--- config.mk ---
export PLATFORM = sky130hd
export DESIGN_NAME = dig_in_debounce
export DESIGN_NICKNAME = d
export VERILOG_FILES = /design/src/rtl/dinf_pkg.sv /design/src/rtl/dinf_cfg_decode.sv /design/src/rtl/dinf_prescaler.sv /design/src/rtl/dinf_channel.sv /design/src/rtl/dig_in_debounce.sv
export SDC_FILE = /design/constraint.sdc
export NUM_CORES = 1
export LEC_CHECK = 0
export BUFFER_PORTS_ARGS = -buffer_cell sky130_fd_sc_hd__buf_2
export CAP_MARGIN = 20
export CORE_ASPECT_RATIO = 0.9
export CORE_UTILIZATION = 47
export CTS_BUF_LIST = sky130_fd_sc_hd__clkbuf_8
export DETAILED_ROUTE_END_ITERATION = 7
export GPL_TIMING_DRIVEN = 0
export SYNTH_ARGS = -nofsm -noshare
export SYNTH_HDL_FRONTEND = slang
export SYNTH_SLANG_ARGS = --single-unit
export TNS_END_PERCENT = 50
--- constraint.sdc ---
create_clock -name clk -period 2.8 [get_ports clk]
set_clock_uncertainty 0.05 [all_clocks]
set_input_delay 0.14 -clock clk [delete_from_list [all_inputs] [get_ports clk]]
set_output_delay 0.14 -clock clk [all_outputs]
set_load 0.01 [all_outputs]
--- src/rtl/dinf_pkg.sv ---
package dinf_pkg;

    // Width of one nibble's slice in the configuration byte.
    localparam int CFG_SLICE_W = 4;
    // Field positions inside a slice (the neighbour decode depends on them).
    localparam int BYP_POS = 3;
    localparam int SEL_LSB = 0;
    localparam int SPARE_POS = 2;

    typedef logic [1:0] tsel_t;

    typedef struct packed {
        logic  bypass;
        tsel_t tsel;
    } nib_cfg_t;

    function automatic int max4(input int a, input int b, input int c, input int d);
        int m;
        m = a;
        if (b > m) m = b;
        if (c > m) m = c;
        if (d > m) m = d;
        return m;
    endfunction

endpackage

--- src/rtl/dinf_cfg_decode.sv ---
module dinf_cfg_decode
    import dinf_pkg::*;
#(
    parameter int NUM_NIB = 2
) (
    input  logic [CFG_SLICE_W*NUM_NIB-1:0] cfg_raw,
    output nib_cfg_t [NUM_NIB-1:0]         nib_cfg
);

    logic [NUM_NIB-1:0] spare_bits;
    logic               unused_spare;

    for (genvar g = 0; g < NUM_NIB; g++) begin : g_slice
        always_comb begin
            nib_cfg[g].bypass = cfg_raw[CFG_SLICE_W*g + BYP_POS];
            nib_cfg[g].tsel   = cfg_raw[CFG_SLICE_W*g + SEL_LSB +: 2];
            spare_bits[g]     = cfg_raw[CFG_SLICE_W*g + SPARE_POS];
        end
    end

    // Spare bits carry no function; fold them away.
    assign unused_spare = ^spare_bits;

endmodule

--- src/rtl/dinf_prescaler.sv ---
module dinf_prescaler
    import dinf_pkg::*;
#(
    parameter int DIV_SEL0 = 1,
    parameter int DIV_SEL1 = 64,
    parameter int DIV_SEL2 = 256,
    parameter int DIV_SEL3 = 512
) (
    input  logic  clk,
    input  logic  rst_n,
    input  tsel_t tsel,
    output logic  strobe
);

    localparam int DIV_MAX = max4(DIV_SEL0, DIV_SEL1, DIV_SEL2, DIV_SEL3);
    localparam int PS_W    = $clog2(DIV_MAX + 1);

    typedef struct packed {
        tsel_t           sel;
        logic [PS_W-1:0] cnt;
    } ps_state_t;

    ps_state_t       state_d, state_q;
    logic [PS_W-1:0] last_cnt;

    always_comb begin
        unique case (state_q.sel)
            2'd0:    last_cnt = PS_W'(DIV_SEL0 - 1);
            2'd1:    last_cnt = PS_W'(DIV_SEL1 - 1);
            2'd2:    last_cnt = PS_W'(DIV_SEL2 - 1);
            default: last_cnt = PS_W'(DIV_SEL3 - 1);
        endcase

        state_d = state_q;
        strobe  = 1'b0;
        if (tsel != state_q.sel) begin
            // New period requested: restart, skip this edge.
            state_d.sel = tsel;
            state_d.cnt = '0;
        end else if (state_q.cnt >= last_cnt) begin
            strobe      = 1'b1;
            state_d.cnt = '0;
        end else begin
            state_d.cnt = state_q.cnt + 1'b1;
        end
    end

    always_ff @(posedge clk) begin
        if (!rst_n) begin
            state_q <= '0;
        end else begin
            state_q <= state_d;
        end
    end

endmodule

--- src/rtl/dinf_channel.sv ---
module dinf_channel #(
    parameter int SETTLE_SMP = 14
) (
    input  logic clk,
    input  logic rst_n,
    input  logic strobe,
    input  logic raw,
    output logic level
);

    localparam int RUN_W = $clog2(SETTLE_SMP + 1);

    typedef struct packed {
        logic             lvl;
        logic [RUN_W-1:0] run;
    } ch_state_t;

    ch_state_t state_d, state_q;

    always_comb begin
        state_d = state_q;
        if (strobe) begin
            if (raw == state_q.lvl) begin
                state_d.run = '0;
            end else if (state_q.run == RUN_W'(SETTLE_SMP - 1)) begin
                state_d.lvl = raw;
                state_d.run = '0;
            end else begin
                state_d.run = state_q.run + 1'b1;
            end
        end
    end

    always_ff @(posedge clk) begin
        if (!rst_n) begin
            state_q <= '0;
        end else begin
            state_q <= state_d;
        end
    end

    assign level = state_q.lvl;

endmodule

--- src/rtl/dig_in_debounce.sv ---
module dig_in_debounce
    import dinf_pkg::*;
#(
    parameter int NUM_NIB    = 2,
    parameter int CH_PER_NIB = 4,
    parameter int SETTLE_SMP = 14,
    parameter int DIV_SEL0   = 1,
    parameter int DIV_SEL1   = 64,
    parameter int DIV_SEL2   = 256,
    parameter int DIV_SEL3   = 512
) (
    input  logic                             clk,
    input  logic                             rst_n,
    input  logic [CFG_SLICE_W*NUM_NIB-1:0]   filt_cfg,
    input  logic [NUM_NIB*CH_PER_NIB-1:0]    pin_in,
    output logic [NUM_NIB*CH_PER_NIB-1:0]    pin_out
);

    localparam int NUM_CH = NUM_NIB * CH_PER_NIB;

    nib_cfg_t [NUM_NIB-1:0] nib_cfg;
    tsel_t    [NUM_NIB-1:0] grp_sel;
    logic     [NUM_NIB-1:0] grp_byp;
    logic     [NUM_NIB-1:0] smp_stb;
    logic     [NUM_CH-1:0]  flt_lvl;

    dinf_cfg_decode #(
        .NUM_NIB (NUM_NIB)
    ) u_decode (
        .cfg_raw (filt_cfg),
        .nib_cfg (nib_cfg)
    );

    for (genvar g = 0; g < NUM_NIB; g++) begin : g_nib
        assign grp_sel[g] = nib_cfg[g].tsel;
        assign grp_byp[g] = nib_cfg[g].bypass;

        dinf_prescaler #(
            .DIV_SEL0 (DIV_SEL0),
            .DIV_SEL1 (DIV_SEL1),
            .DIV_SEL2 (DIV_SEL2),
            .DIV_SEL3 (DIV_SEL3)
        ) u_ps (
            .clk    (clk),
            .rst_n  (rst_n),
            .tsel   (grp_sel[g]),
            .strobe (smp_stb[g])
        );

        for (genvar c = 0; c < CH_PER_NIB; c++) begin : g_ch
            localparam int IDX = g*CH_PER_NIB + c;

            dinf_channel #(
                .SETTLE_SMP (SETTLE_SMP)
            ) u_ch (
                .clk    (clk),
                .rst_n  (rst_n),
                .strobe (smp_stb[g]),
                .raw    (pin_in[IDX]),
                .level  (flt_lvl[IDX])
            );

            assign pin_out[IDX] = grp_byp[g] ? pin_in[IDX] : flt_lvl[IDX];
        end
    end

endmodule

=== Word-level counts from Yosys, hierarchy flattened ===
Cells that the tools add are included.

* $add $sub $neg: 10
* Reduce and logical (&&, ||, !) cells: 12
* Equality and inequality tests: 22
* Multiplexer cells: 30
* Magnitude comparators: 2
* Bitwise gates (word level): 9

{| class="wikitable"
|+ Operators with widths
! cell !! number
|-
| 4-bit two-way mux || 16
|-
| 9-bit case mux with 3 select lines || 2
|-
| 4-bit by 1-bit adder with 4-bit output (second input constant) || 8
|-
| 4-bit == test (second input constant) || 8
|-
| 3-bit AND reduction || 8
|-
| 10-bit by 1-bit adder with 10-bit output (second input constant) || 2
|-
| 10-bit by 9-bit greater-or-equal comparator with 1-bit output || 2
|-
| 1-bit two-way mux || 12
|-
| 1-bit NOT || 9
|-
| 1-bit == test || 8
|-
| 3-bit OR reduction || 2
|-
| 2-bit by 1-bit == test with 1-bit output (second input constant) || 2
|-
| 2-bit == test (second input constant) || 2
|-
| 2-bit logical NOT || 2
|-
| 2-bit != test || 2
|}

* Logic and storage cells: 105
* Register bits after elaboration: 64
* Input port bits: 18

=== Longest topological paths before layout ===
Gate-level depths: netlist (run 1).

* Word-level depth: 6
* Gate-level depth with buffers: 10
* Mapped depth without buffers: 8

=== Hierarchy ===
Synthesis (run 1) repeated with hierarchy kept, for this count alone.

* Cell total of the unflattened synthesis: 434
* Area total of the unflattened synthesis: 3918.8 µm²

{| class="wikitable"
|+ By module, submodules not included
! module !! area each (µm²) !! cells each !! instances !! sequential area each (µm²)
|-
| dinf_channel || 282.8 || 32 || 8 || 100.1
|-
| dinf_prescaler || 760.7 || 82 || 2 || 240.2
|-
| dig_in_debounce || 90.1 || 8 || 1 || 0.0
|-
| dinf_cfg_decode || 45.0 || 6 || 1 || 0.0
|}

=== Worst setup path after synthesis (run 1) ===
No wires, ideal clock.

* Kind: flip-flop to flip-flop
* From: register g_nib[0].u_ps.state_q[11] in the netlist's numbering
* To: register g_nib[0].g_ch[2].u_ch.state_q[3] in the netlist's numbering
* Required time: 2.688 ns
* Clock period less this slack: 2.194 ns
* Buffers on the path: 1
* Cell stages (with the launch flop): 10
* Data arrival time: 2.082 ns
* Path slack: 0.606 ns
* Cells stage by stage: dfxtp_1 or2_2 ha_1 nand2b_1 a21oi_1 o221ai_1 a22oi_1 buf_6 or4_1 nand3_1

* Longest elaborated chain between the ends: 5
* Elaborated cells between the ends (all ways): 8

{| class="wikitable"
|+ RTL lines
! item !! line !! text
|-
| start, declared || dinf_prescaler.sv:23 || <nowiki>ps_state_t state_d, state_q;</nowiki>
|-
| start signal, assigned || dinf_prescaler.sv:52 || <nowiki>state_q <= state_d;</nowiki>
|-
| 2-bit == test (tied with other cells) || dinf_prescaler.sv:27 || <nowiki>unique case (state_q.sel)</nowiki>
|-
| 9-bit case mux with 3 select lines || dinf_prescaler.sv:27 ||
|-
| 10-bit by 9-bit greater-or-equal comparator with 1-bit output || dinf_prescaler.sv:40 || <nowiki>end else if (state_q.cnt >= last_cnt) begin</nowiki>
|-
| 1-bit two-way mux || dinf_prescaler.sv:40 ||
|-
| 1-bit two-way mux (*) || dinf_prescaler.sv:36 || <nowiki>if (tsel != state_q.sel) begin</nowiki>
|-
| end signal, assigned || dinf_channel.sv:38 || <nowiki>state_q <= state_d;</nowiki>
|-
| end, declared || dinf_channel.sv:18 || <nowiki>ch_state_t state_d, state_q;</nowiki>
|}

Mark *: on every way between the ends. The rest lies on a longest branch, timed or not.
A chain may end at the register's enable or synchronous reset.

=== Worst setup path after layout (run 1) ===
* From: register g_nib[1].u_ps.state_q[11] in the netlist's numbering
* To: register g_nib[1].g_ch[2].u_ch.state_q[1] in the netlist's numbering

* Longest elaborated chain between the ends: 5
* Elaborated cells between the ends (all ways): 8

{| class="wikitable"
|+ RTL lines
! item !! line
|-
| start, declared || dinf_prescaler.sv:23
|-
| start signal, assigned || dinf_prescaler.sv:52
|-
| 2-bit == test (tied with other cells) || dinf_prescaler.sv:27
|-
| 9-bit case mux with 3 select lines || dinf_prescaler.sv:27
|-
| 10-bit by 9-bit greater-or-equal comparator with 1-bit output || dinf_prescaler.sv:40
|-
| 1-bit two-way mux || dinf_prescaler.sv:40
|-
| 1-bit two-way mux (*) || dinf_prescaler.sv:36
|-
| end signal, assigned || dinf_channel.sv:38
|-
| end, declared || dinf_channel.sv:18
|}

Marks and branches as above.

==> reports/results.txt, run 1 <==
Status = finished, final reports clean
Via density = 5.46
Via count = 3,039
Worst-Skew Late Latency = 0.34 ns
Share of layout cells above drive strength 1 = 12.7%
Rows = 29
Total grt overflow = 0
Drt total wl = 7.64 mm
Synthesized area per cell = 8.49 um2
Core area = 0.00718 mm2
Critical path peak fanout = 10
Power consumption = 0.00187 W
Peak VDD IR = 0.332 mV
CP arrival = 2.68 ns
Area share of the largest cell type after synthesis = 35.9%
H-tree lvl count = 3
Synth Warn # = 0
MaxCap Viol Count = 0
Die height = 84.7 um
Met2 wire length = 3.54 mm
Final Cycle Share = 88.9%
Leading area contributor after synthesis = dfxtp_1
Cts bufs inserted = 9
First DRT Iteration DRCs = 105
Top cells by area, synth = dfxtp_1, ha_1, nand3_1
Min cycle time layout = 2.49 ns
Final setup vio count = 0
Tot GR Track Use = 21.5%
Number of synthesized register bits = 64
WL/cell = 13.7 um
Post-Syn Area = 0.00357 mm2
Worst EP required = 2.99 ns
Setup Buffers After CTS = 0
Synth-to-layout area growth = 13.5%
Fmax = 0.402 GHz
Most frequent cells in the layout = dfxtp_1, nand3_1, nand2_1
Initial antenna violation count = 0
DIE AREA = 0.00794 mm2
Mapped Nets = 474
Placed Cells = 536
Wl on met1 = 3.77 mm
RSZ-0062 raised after global routing = no
Initial Util = 49.7%
Largest net degree at the start of global routing = 11
Root Buffer = clkbuf_8
Hold Path Class = in -> reg
Worst Setup Path Type = reg -> reg
Crit start category = register
Clk sinks = 64
First-pass GRT wire length = 13.3 mm
Antenna diodes = 0
Post-route worst setup slack = 0.311 ns
Post-CTS Resized = 0
Placer Congestion = 0.825
Antenna Nets Post-Route = 0
Clock slew at reported path FFs = 0.07 ns
Setup TNS Final = 0 ns
Post-synth cell types = 41
Hpwl dp = 5.42 mm
Element type at the critical path end = register
CTS tree = built
Final max-slew violation count = 0
Fin. Hold Viols = 0
Worst Tran Pin Value = 0.675 ns
Final nets = 513
Sequential area share after synthesis = 35.9%
Vias in the first global route = 2,854
Die width = 93.8 um
Most common cell after layout, fill and taps aside = dfxtp_1
PortBufs = 23
Leakage power = 1.60 nW
CTS Hold Bufs = 5
Final Non-Filler Cells = 557
Post-Place Setup Slack = 0.339 ns
Cell Pwr Density = 461 mW/mm2
Uppermost layer routed = met4
Slew Limit Headroom = 55.0%
Clock tree buffer depth = 2
Met3 wire length = 236 um
DRC violations left = 0
I/O pins = 26
Drt first pass iters = 5
Syn Inst Count = 420
## Yosys cell counts
library cell  number
o21ai_0           15
dfxtp_1           64
nand4b_1           2
clkbuf_1           6
nand3b_1           5
and3_1             8
and2_1             5
nand2_1           40
nand3_1           61
a21oi_1           15
a22oi_2            1
or4_1              3
or3_1              3
a21boi_1           2
inv_1             24
buf_1              1
buf_6              1
a21boi_0           1
and4_1             2
nor2_2             1
a31oi_1            2
nor2_4             1
nand2b_1           2
nor2b_1            1
or2_2              4
buf_2              4
xor2_1            20
a41oi_1            2
o221ai_1           2
buf_4              2
mux2_2             8
o211ai_1          10
nor2_1            29
xnor2_1            6
a22o_1             2
o31ai_1           15
a211oi_1           2
o41ai_1            2
a22oi_1            1
nand4_1            9
ha_1              36
## metrics by stage
step	area (um2)	util (%)	hold slack [ns]
after floorplan	3570	-	0.212
after global placement	3800	52.9	0.320
after detailed placement	3800	52.9	0.322
after CTS	4050	56.3	0.000222
after global routing	4050	56.3	0.00842
final	4050	56.3	0.0165
## cell families after synthesis
group,count (synthesis),synth area share (%)
flip-flops,64,35.9
XOR/XNOR,26,6.38
multiplexers,8,2.53
buffers and inverters,38,4.56
AND/OR/NAND/NOR,176,24.6
adder cells (fa/ha/maj),36,12.6
AO/OA/AOI/OAI,72,13.4
## critical path, stage by stage, from the launching register on
cell	delay, ns
dfxtp_1	0.34
or2_2	0.32
inv_1	0.16
ha_1	0.29
a21oi_1	0.18
o221ai_1	0.21
a22o_1	0.24
buf_2	0.19
buf_2	0.21
o31ai_1	0.21
## sequential cells by signal, summed over array words and instances (netlist names)
| signal | count |
|---|---|
| g_nib.g_ch.u_ch.state_q | 32 |
| g_nib.g_ch.u_ch.level | 8 |
| g_nib.u_ps.state_q | 24 |
## final cells by class
type                            count  area, um2
Clock buffer                       11        151
Inverter                           24       90.1
Sequential cell                    64       1280
Buffer                             14       72.6
Multi-Input combinational cell    318       2120
Tap cell                           93        116
Fill cell                         689       3140
Clock inverter                      5       47.5
Timing Repair Buffer               28        165
## worst paths after layout
kind | from | to | slack, ns | cells past startpoint
max | g_nib[1].u_ps.state_q[11] | g_nib[1].g_ch[2].u_ch.state_q[1] | 0.31 | 9
min | pin_in[1] | g_nib[0].g_ch[1].u_ch.level | 0.02 | 3
max reg2reg | g_nib[1].u_ps.state_q[11] | g_nib[1].g_ch[2].u_ch.state_q[1] | 0.31 | 9
min reg2reg | g_nib[0].u_ps.state_q[0] | g_nib[0].u_ps.state_q[0] | 0.42 | 1
## per-layer routing
| layer | vias up | GRT usage [%] |
|---|---|---|
| met5 | - | 0 |
| li1 | 1581 | - |
| met3 | 8 | 6.70 |
| met2 | 38 | 34.4 |
| met4 | 0 | 6.57 |
| met1 | 1412 | 27.6 |
## power by group
| group | leakage (nW) | switching [W] | total (W) | internal [W] |
|---|---|---|---|---|
| Sequential | 0.517 | 0.00000620 | 0.000923 | 0.000916 |
| Clock | 0.112 | 0.000346 | 0.000797 | 0.000451 |
| Combinational | 0.974 | 0.0000886 | 0.000146 | 0.0000579 |
No activity file was read; power rests on OpenSTA's default activity.
==> run 2: changes to the inputs <==
Clock period 2.8 ns to 3.1 ns, I/O delays scaled along.
==> reports/results.txt, run 2 (synthesized netlist as in run 1, its figures left out) <==
Reg power frac = 49.5%
Most frequent cell on the critical path = buf_2
Peak VDD IR = 0.300 mV
Drt total wl = 7.63 mm
Utilization after layout = 56.2%
Share of layout cells above drive strength 1 = 12.7%
Worst Tran Pin Value = 0.673 ns
Placer Congestion = 0.825
Fin. Hold Viols = 0
Hold Path Class = in -> reg
Combinational Power Share = 7.8%
MaxCap Viol Count = 0
Element type at the critical path end = register
WHS Endpoint = g_nib[0].g_ch[1].u_ch.level
Hold path start = pin_in[1]
First-pass GRT wire length = 13.3 mm
Initial Util = 49.7%
Post-DP Area = 0.00380 mm2
DRC violations left = 0
Reg2reg end = g_nib[1].g_ch[2].u_ch.state_q[1]
Tot GR Track Use = 21.5%
Core area = 0.00718 mm2
Worst EP required = 3.29 ns
Hold depth = 3
R2r worst-path depth = 9
CTS tree = built
CP max-delay cell = dfxtp_1
Net Sw Frac = 23.6%
Slew Limit Headroom = 55.1%
Setup TNS Final = 0 ns
Cell Pwr Density = 417 mW/mm2
Root Buffer = clkbuf_8
Die width = 93.8 um
Total grt overflow = 0
Vias in the first global route = 2,854
Hpwl dp = 5.42 mm
Worst path bufs/invs = 3
Biggest register = g_nib.g_ch.u_ch.state_q
NetSw = 0.000398 W
Drt first pass iters = 5
Rows = 29
Worst Setup Path Type = reg -> reg
Max reg flops = 32
Initial antenna violation count = 0
H-tree lvl count = 3
I/O pins = 26
WL/cell = 13.7 um
Largest net degree at the start of global routing = 11
Cts bufs inserted = 9
Final Cycle Share = 80.3%
First DRT Iteration DRCs = 110
Critical Path Max Stage Delay = 0.34 ns
Clock tree buffer depth = 2
Worst-Skew Late Latency = 0.34 ns
Fmax = 0.402 GHz
Most frequent cells in the layout = dfxtp_1, nand3_1, nand2_1
Die height = 84.7 um
Cell family with most CP delay = compound AO/OA/AOI/OAI gates
Design area = 0.00404 mm2
PortBufs = 23
Clk sinks = 64
Min cycle time layout = 2.49 ns
Final max-slew violation count = 0
Antenna diodes = 0
DIE AREA = 0.00794 mm2
Status = finished, final reports clean
Power consumption = 0.00168 W
Final nets = 512
Synth-to-layout area growth = 13.2%
RSZ-0062 raised after global routing = no
Setup Buffers After CTS = 0
CP arrival = 2.68 ns
Final setup vio count = 0
Worst Setup SP = g_nib[1].u_ps.state_q[11]
Leakage power = 1.60 nW
R2r setup slk = 0.61 ns
Crit start category = register
Internal cell power = 0.00129 W
Via count = 3,040
Via density = 5.47
Critical path peak fanout = 10
Critical path, cell by cell = or2_2 > inv_1 > ha_1 > a21oi_1 > o221ai_1 > a22o_1 > buf_2 > buf_2 > o31ai_1
Clock share of power = 42.7%
Reg-to-reg critical path startpoint = g_nib[1].u_ps.state_q[11]
Most common cell after layout, fill and taps aside = dfxtp_1
Antenna Nets Post-Route = 0
Clock slew at reported path FFs = 0.07 ns
-- run 2: worst min-delay path, cell delays in order --
cell and delay [ns]:
buf_2 0.12, nand2_1 0.05, o31ai_1 0.05
-- run 2: cell type report --
type	instances	area (um2)
fill	688	3150
multi-input combinational	318	2120
sequential	64	1280
timing repair buffer	27	155
clock buffer	11	151
tap	93	116
inverter	24	90.1
buffer	14	72.6
clock inverter	5	47.5
-- run 2: what timing repair did --
| action | CTS | global route |
|---|---|---|
| hold buffers | 4 | 0 |
| endpoints found under the hold margin | 4 | 0 |
| gates resized for setup | 0 | 0 |
-- run 2: metrics by stage --
| stage | std cells | worst slack, ns | hold WS, ns |
|---|---|---|---|
| global route | 556 | 0.367 | 0.0216 |
| floorplan | 420 | 0.906 | 0.227 |
| finish | 556 | 0.612 | 0.0316 |
| global placement | 536 | 0.657 | 0.335 |
| detailed placement | 536 | 0.639 | 0.337 |
| CTS | 556 | 0.603 | 0.0146 |
-- run 2: metal layers --
| layer | up-vias | share of wire [%] | GRT usage [%] |
|---|---|---|---|
| li1 | 1578 | - | - |
| met4 | 0 | 1.1 | 6.57 |
| met2 | 41 | 46 | 34.4 |
| met3 | 8 | 3.2 | 6.70 |
| met1 | 1413 | 49 | 27.6 |
| met5 | - | 0 | 0 |
-- run 2: how the worst max path moves through the flow --
stage	end	slack, ns	cells after the start
floorplan	g_nib[0].g_ch[2].u_ch.state_q[3]	0.91	9
global placement	g_nib[0].g_ch[0].u_ch.state_q[2]	0.66	9
detailed placement	g_nib[1].g_ch[3].u_ch.state_q[1]	0.64	10
CTS	g_nib[1].g_ch[2].u_ch.state_q[1]	0.60	9
global route	g_nib[0].g_ch[0].u_ch.state_q[2]	0.37	9
finish	g_nib[1].g_ch[2].u_ch.state_q[1]	0.61	9
-- run 2: power by group through the flow --
stage	Combinational [W]	Clock (W)	Sequential [W]
2_1_floorplan	0.0000821	0	0.000851
3_3_place_gp	0.000125	0	0.000852
3_5_place_dp	0.000127	0	0.000852
4_1_cts	0.000133	0.000747	0.000833
5_1_grt	0.000149	0.000795	0.000834
6_report	0.000131	0.000720	0.000833
